File: config.mk
export PLATFORM = sky130hd
export DESIGN_NAME = apm_smi_trap
export DESIGN_NICKNAME = d
export VERILOG_FILES = /design/src/rtl/apm_trap_pkg.sv /design/src/rtl/apm_cmd_decode.sv /design/src/rtl/apm_cfg_regs.sv /design/src/rtl/apm_smi_latch.sv /design/src/rtl/apm_smi_trap.sv
export SDC_FILE = /design/constraint.sdc
export NUM_CORES = 1
export LEC_CHECK = 0
export ABC_AREA = 1
export BUFFER_PORTS_ARGS = -buffer_cell sky130_fd_sc_hd__buf_2
export CAP_MARGIN = 20
export CORE_UTILIZATION = 40
export CTS_BUF_LIST = sky130_fd_sc_hd__clkbuf_4 sky130_fd_sc_hd__clkbuf_8
export CTS_CLUSTER_SIZE = 40
export DETAILED_ROUTE_END_ITERATION = 10
export PLACE_DENSITY = 0.83
export REMOVE_ABC_BUFFERS = 1
export SYNTH_ARGS = -nofsm -noshare
export SYNTH_HDL_FRONTEND = slang
export SYNTH_HIERARCHICAL = 1
export SYNTH_SLANG_ARGS = --single-unit
export TNS_END_PERCENT = 30
File: constraint.sdc
create_clock -name clk -period 1 [get_ports clk]
set_input_delay 0.1 -clock clk [delete_from_list [all_inputs] [get_ports clk]]
set_output_delay 0.1 -clock clk [all_outputs]
set_load 0.01 [all_outputs]
File: src/rtl/apm_trap_pkg.sv
package apm_trap_pkg;
  localparam int unsigned BYTE_W = 8;

  typedef enum logic [1:0] {
    CMD_NONE     = 2'd0,
    CMD_ACPI_ON  = 2'd1,
    CMD_ACPI_OFF = 2'd2,
    CMD_TRAP     = 2'd3
  } apm_cmd_e;

  function automatic apm_cmd_e classify(input logic wr, input logic [7:0] data,
                                        input logic [7:0] on_code,
                                        input logic [7:0] off_code);
    if (!wr) return CMD_NONE;
    if (data == on_code) return CMD_ACPI_ON;
    if (data == off_code) return CMD_ACPI_OFF;
    return CMD_TRAP;
  endfunction

  function automatic logic [BYTE_W-1:0] byte_reset(input int unsigned idx,
                                                   input int unsigned gate_idx,
                                                   input logic smm,
                                                   input logic [BYTE_W-1:0] nosmm_val);
    return (idx == gate_idx && !smm) ? nosmm_val : '0;
  endfunction

  function automatic logic [BYTE_W-1:0] byte_merge(input logic [BYTE_W-1:0] old_v,
                                                   input logic [BYTE_W-1:0] new_v,
                                                   input logic en);
    return en ? new_v : old_v;
  endfunction

  function automatic logic smi_next(input logic cur, input logic raise, input logic ack);
    return raise | (cur & ~ack);
  endfunction
endpackage

File: src/rtl/apm_cmd_decode.sv
module apm_cmd_decode
  import apm_trap_pkg::*;
#(
  parameter int unsigned DATA_W = 8,
  parameter logic [DATA_W-1:0] CMD_ON = 8'hF1,
  parameter logic [DATA_W-1:0] CMD_OFF = 8'hF0
) (
  input  logic              clk,
  input  logic              rst_n,
  input  logic              port_wr,
  input  logic [DATA_W-1:0] port_wdata,
  output logic [DATA_W-1:0] port_q,
  output logic              acpi_on_evt,
  output logic              acpi_off_evt,
  output logic              trap_evt
);
  apm_cmd_e cmd;

  always_comb begin
    cmd          = classify(port_wr, port_wdata, CMD_ON, CMD_OFF);
    acpi_on_evt  = (cmd == CMD_ACPI_ON);
    acpi_off_evt = (cmd == CMD_ACPI_OFF);
    trap_evt     = (cmd == CMD_TRAP);
  end

  always_ff @(posedge clk) begin
    if (!rst_n) port_q <= '0;
    else if (port_wr) port_q <= port_wdata;
  end
endmodule

File: src/rtl/apm_cfg_regs.sv
module apm_cfg_regs
  import apm_trap_pkg::*;
#(
  parameter int unsigned CFG_BYTES = 4,
  parameter int unsigned GATE_BYTE = 3,
  parameter logic [7:0]  NOSMM_BYTE = 8'h02,
  localparam int unsigned CFG_W = CFG_BYTES * BYTE_W
) (
  input  logic                 clk,
  input  logic                 rst_n,
  input  logic                 smm_present,
  input  logic                 cfg_wr,
  input  logic [CFG_BYTES-1:0] cfg_be,
  input  logic [CFG_W-1:0]     cfg_wdata,
  output logic [CFG_W-1:0]     cfg_q
);
  for (genvar b = 0; b < CFG_BYTES; b++) begin : g_byte
    logic [BYTE_W-1:0] q;
    always_ff @(posedge clk) begin
      if (!rst_n)
        q <= byte_reset(b, GATE_BYTE, smm_present, NOSMM_BYTE);
      else
        q <= byte_merge(q, cfg_wdata[b*BYTE_W +: BYTE_W], cfg_wr & cfg_be[b]);
    end
    assign cfg_q[b*BYTE_W +: BYTE_W] = q;
  end
endmodule

File: src/rtl/apm_smi_latch.sv
module apm_smi_latch
  import apm_trap_pkg::*;
(
  input  logic clk,
  input  logic rst_n,
  input  logic raise,
  input  logic ack,
  output logic smi_q
);
  always_ff @(posedge clk) begin
    if (!rst_n) smi_q <= 1'b0;
    else smi_q <= smi_next(smi_q, raise, ack);
  end
endmodule

File: src/rtl/apm_smi_trap.sv
module apm_smi_trap
  import apm_trap_pkg::*;
#(
  parameter int unsigned DATA_W = 8,
  parameter int unsigned CFG_BYTES = 4,
  parameter logic [DATA_W-1:0] CMD_ON = 8'hF1,
  parameter logic [DATA_W-1:0] CMD_OFF = 8'hF0,
  parameter int unsigned GATE_BYTE = 3,
  parameter int unsigned GATE_BIT = 1,
  parameter logic [7:0] NOSMM_BYTE = 8'h02,
  localparam int unsigned CFG_W = CFG_BYTES * BYTE_W,
  localparam int unsigned GATE_IDX = GATE_BYTE * BYTE_W + GATE_BIT
) (
  input  logic                 clk,
  input  logic                 rst_n,
  input  logic                 smm_present,
  input  logic                 port_wr,
  input  logic [DATA_W-1:0]    port_wdata,
  output logic [DATA_W-1:0]    port_rdata,
  input  logic                 cfg_wr,
  input  logic [CFG_BYTES-1:0] cfg_be,
  input  logic [CFG_W-1:0]     cfg_wdata,
  output logic [CFG_W-1:0]     cfg_rdata,
  input  logic                 smi_ack,
  output logic                 sci_en,
  output logic                 smi_req
);
  logic acpi_on_evt, acpi_off_evt, trap_evt;
  logic smi_gate, smi_raise_evt, acpi_cmd_evt;

  apm_cmd_decode #(.DATA_W(DATA_W), .CMD_ON(CMD_ON), .CMD_OFF(CMD_OFF)) u_dec (
    .clk(clk), .rst_n(rst_n), .port_wr(port_wr), .port_wdata(port_wdata),
    .port_q(port_rdata), .acpi_on_evt(acpi_on_evt), .acpi_off_evt(acpi_off_evt),
    .trap_evt(trap_evt)
  );

  apm_cfg_regs #(.CFG_BYTES(CFG_BYTES), .GATE_BYTE(GATE_BYTE), .NOSMM_BYTE(NOSMM_BYTE)) u_cfg (
    .clk(clk), .rst_n(rst_n), .smm_present(smm_present), .cfg_wr(cfg_wr),
    .cfg_be(cfg_be), .cfg_wdata(cfg_wdata), .cfg_q(cfg_rdata)
  );

  // Gate is the stored value, so a same-cycle config write applies later.
  assign smi_gate      = cfg_rdata[GATE_IDX];
  assign smi_raise_evt = trap_evt & smi_gate;
  assign acpi_cmd_evt  = acpi_on_evt | acpi_off_evt;

  apm_smi_latch u_smi (
    .clk(clk), .rst_n(rst_n), .raise(smi_raise_evt), .ack(smi_ack), .smi_q(smi_req)
  );

  always_ff @(posedge clk) begin
    if (!rst_n) sci_en <= 1'b0;
    else if (acpi_on_evt) sci_en <= 1'b1;
    else if (acpi_off_evt) sci_en <= 1'b0;
  end
endmodule

==> run metrics <==
status=completed; CTS Root Cell=clkbuf_8; post-DR vias/cell=4.19; largest net degree at the start of global routing=26; Hold-fix buffers, CTS=0; LEAKAGE=1.39 nW; most common cell after layout, fill and taps aside=buf_2; Seq/Total Area, Yosys=53.0%; Yosys reg bits=42; Cell Area, Placed=0.00224 mm^2; Max-Slew Margin vs Limit=67.6%; area of all placed cells without fillers=0.00235 mm^2; Synth cell types=12; setup TNS=0 ps; worst-path fanout max=2; DRC=0; CP endpoint kind=primary output; FMAX=1.05 GHz; Final nets=389; worst-skew pair later-pin latency=290 ps; via count=1,634; Worst Setup Start Kind=register; Sink Count=42; DRT Pass-1 Iters=4; gr usage total=16.0%; max-slew violations=0; first-pass GRT wire length=5440 um; maximum clock insertion buffer count=2; Layout area overhead=35.1%; total gr overflow=0; min setup slack post-route=45.0 ps; netlist area before placement=0.00174 mm^2; Port Buffer Count=91; Syn Inst Count=245; Die H=67.9 um; Post-DP HPWL=2760 um; Crit path required time=900 ps; final hold violations=0; total length of routed wires=3750 um; initial antenna violation count=0; Slowest-stage cell, CP=edfxtp_1; PD cells=1600 mW/mm^2; final clock skew=0.329 ps; share of layout cells above drive strength 1=30.9%; non-filler cells, final=390; average wire per standard cell=9.62 um; CP bufs+invs=1; critical path's largest stage delay=410 ps; Synth warnings=6; Tmin final=955 ps; placed instance count=382; WS Path Type=reg2out; endpoints failing setup=0; Slew @ Worst Pin=485 ps; RSZ-0062 raised after global routing=false; most frequent cells in the layout=buf_2, nand2_1, nor2_1; Worst Hold Class=in2reg; CTS HTree Levels=2; max-cap viol count=0; pre-CTS setup slack=50.9 ps; CTS clk-pin slew, worst paths=80 ps; Die Area=0.00461 mm^2; CTS tree=built; Post-CTS Setup Inserts=0; core area=0.00409 mm^2; post-CTS sizing=0; Initial Utilization=42.5%; DR iter-0 viols=57; Final ANT Viol Nets=0; CP top delay family=flip-flops; IO Pins=92; Peak supply drop=0.823 mV; syn avg cell area=7.09 um^2; crit share post-route=95.5%; Placer Congestion=0.834; CP cell instances=buf_2; Row Count=23; die span in x=67.9 um; CTS buffer count=5; # diodes=0; vias in the first global route=1,323; CP arrival=850 ps
kinds of logic after synthesis:
kind of cell | after synthesis | share of synthesized area [%]
buffers and inverters | 51 | 12.7
and+or+nand+nor | 138 | 29.9
AOI/OAI and AO/OA | 14 | 4.46
DFF | 42 | 53.0
Yosys cell counts:
cell type / count / area [um^2]
inv_1: 43 / 161
dfxtp_1: 34 / 681
nor2_1: 65 / 244
a21oi_1: 3 / 15.0
o21ai_0: 9 / 45.0
nand2_1: 72 / 270
a21oi_2: 2 / 17.5
buf_4: 5 / 37.5
edfxtp_1: 8 / 240
nand3_1: 1 / 5.00
buf_6: 1 / 11.3
buf_2: 2 / 10.0
power breakdown:
group | internal, W | switching (W) | total, W
clock network | 0.000735 | 0.000567 | 0.00130
logic | 0.000246 | 0.000314 | 0.000560
registers | 0.00185 | 0.0000496 | 0.00190
total | 0.00283 | 0.000931 | 0.00376
sequential cells by signal, summed over array words and instances, names as in the netlist:
register	cells
u_smi/smi_q	1
u_dec/port_q	8
u_cfg/g_byte.q	32
sci_en	1
stage by stage:
| stage | utilization, % | hold slack (ps) | power [W] |
|---|---|---|---|
| floorplan | - | 189 | 0.00220 |
| global placement | 54.8 | 320 | 0.00248 |
| detailed placement | 54.8 | 326 | 0.00250 |
| CTS | 57.5 | 16.0 | 0.00381 |
| global route | 57.5 | 23.5 | 0.00396 |
| finish | 57.5 | 24.7 | 0.00376 |
area by class of cell:
| cell class | instances | area [um^2] |
|---|---|---|
| clock buffer | 5 | 68.8 |
| sequential | 42 | 921 |
| timing repair buffer | 95 | 498 |
| tap | 50 | 62.6 |
| clock inverter | 3 | 40.0 |
| multi-input combinational | 152 | 597 |
| fill | 404 | 1740 |
| inverter | 43 | 161 |
path summary, 6_finish.rpt:
check,startpoint,to,slack [ps],cells past startpoint
min reg2reg,sci_en,sci_en,470,2
min,cfg_wdata[15],u_cfg/g_byte[1].q[7],20,3
max,u_cfg/g_byte[3].q[1],cfg_rdata[25],50,1
max reg2reg,u_cfg/g_byte[3].q[1],u_smi/smi_q,290,4
metal layers:
metal  wire (um)  part of all wire (%)  global-route usage (%)  vias to the layer above
met5           0                     0                       0                        -
met4          26                  0.69                    9.11                        0
met3         301                   8.0                    4.67                        4
met2        1780                    48                    26.5                       52
met1        1640                    44                    18.3                      683
li1            -                     -                       -                      895
No activity file was read; power rests on OpenSTA's default activity.
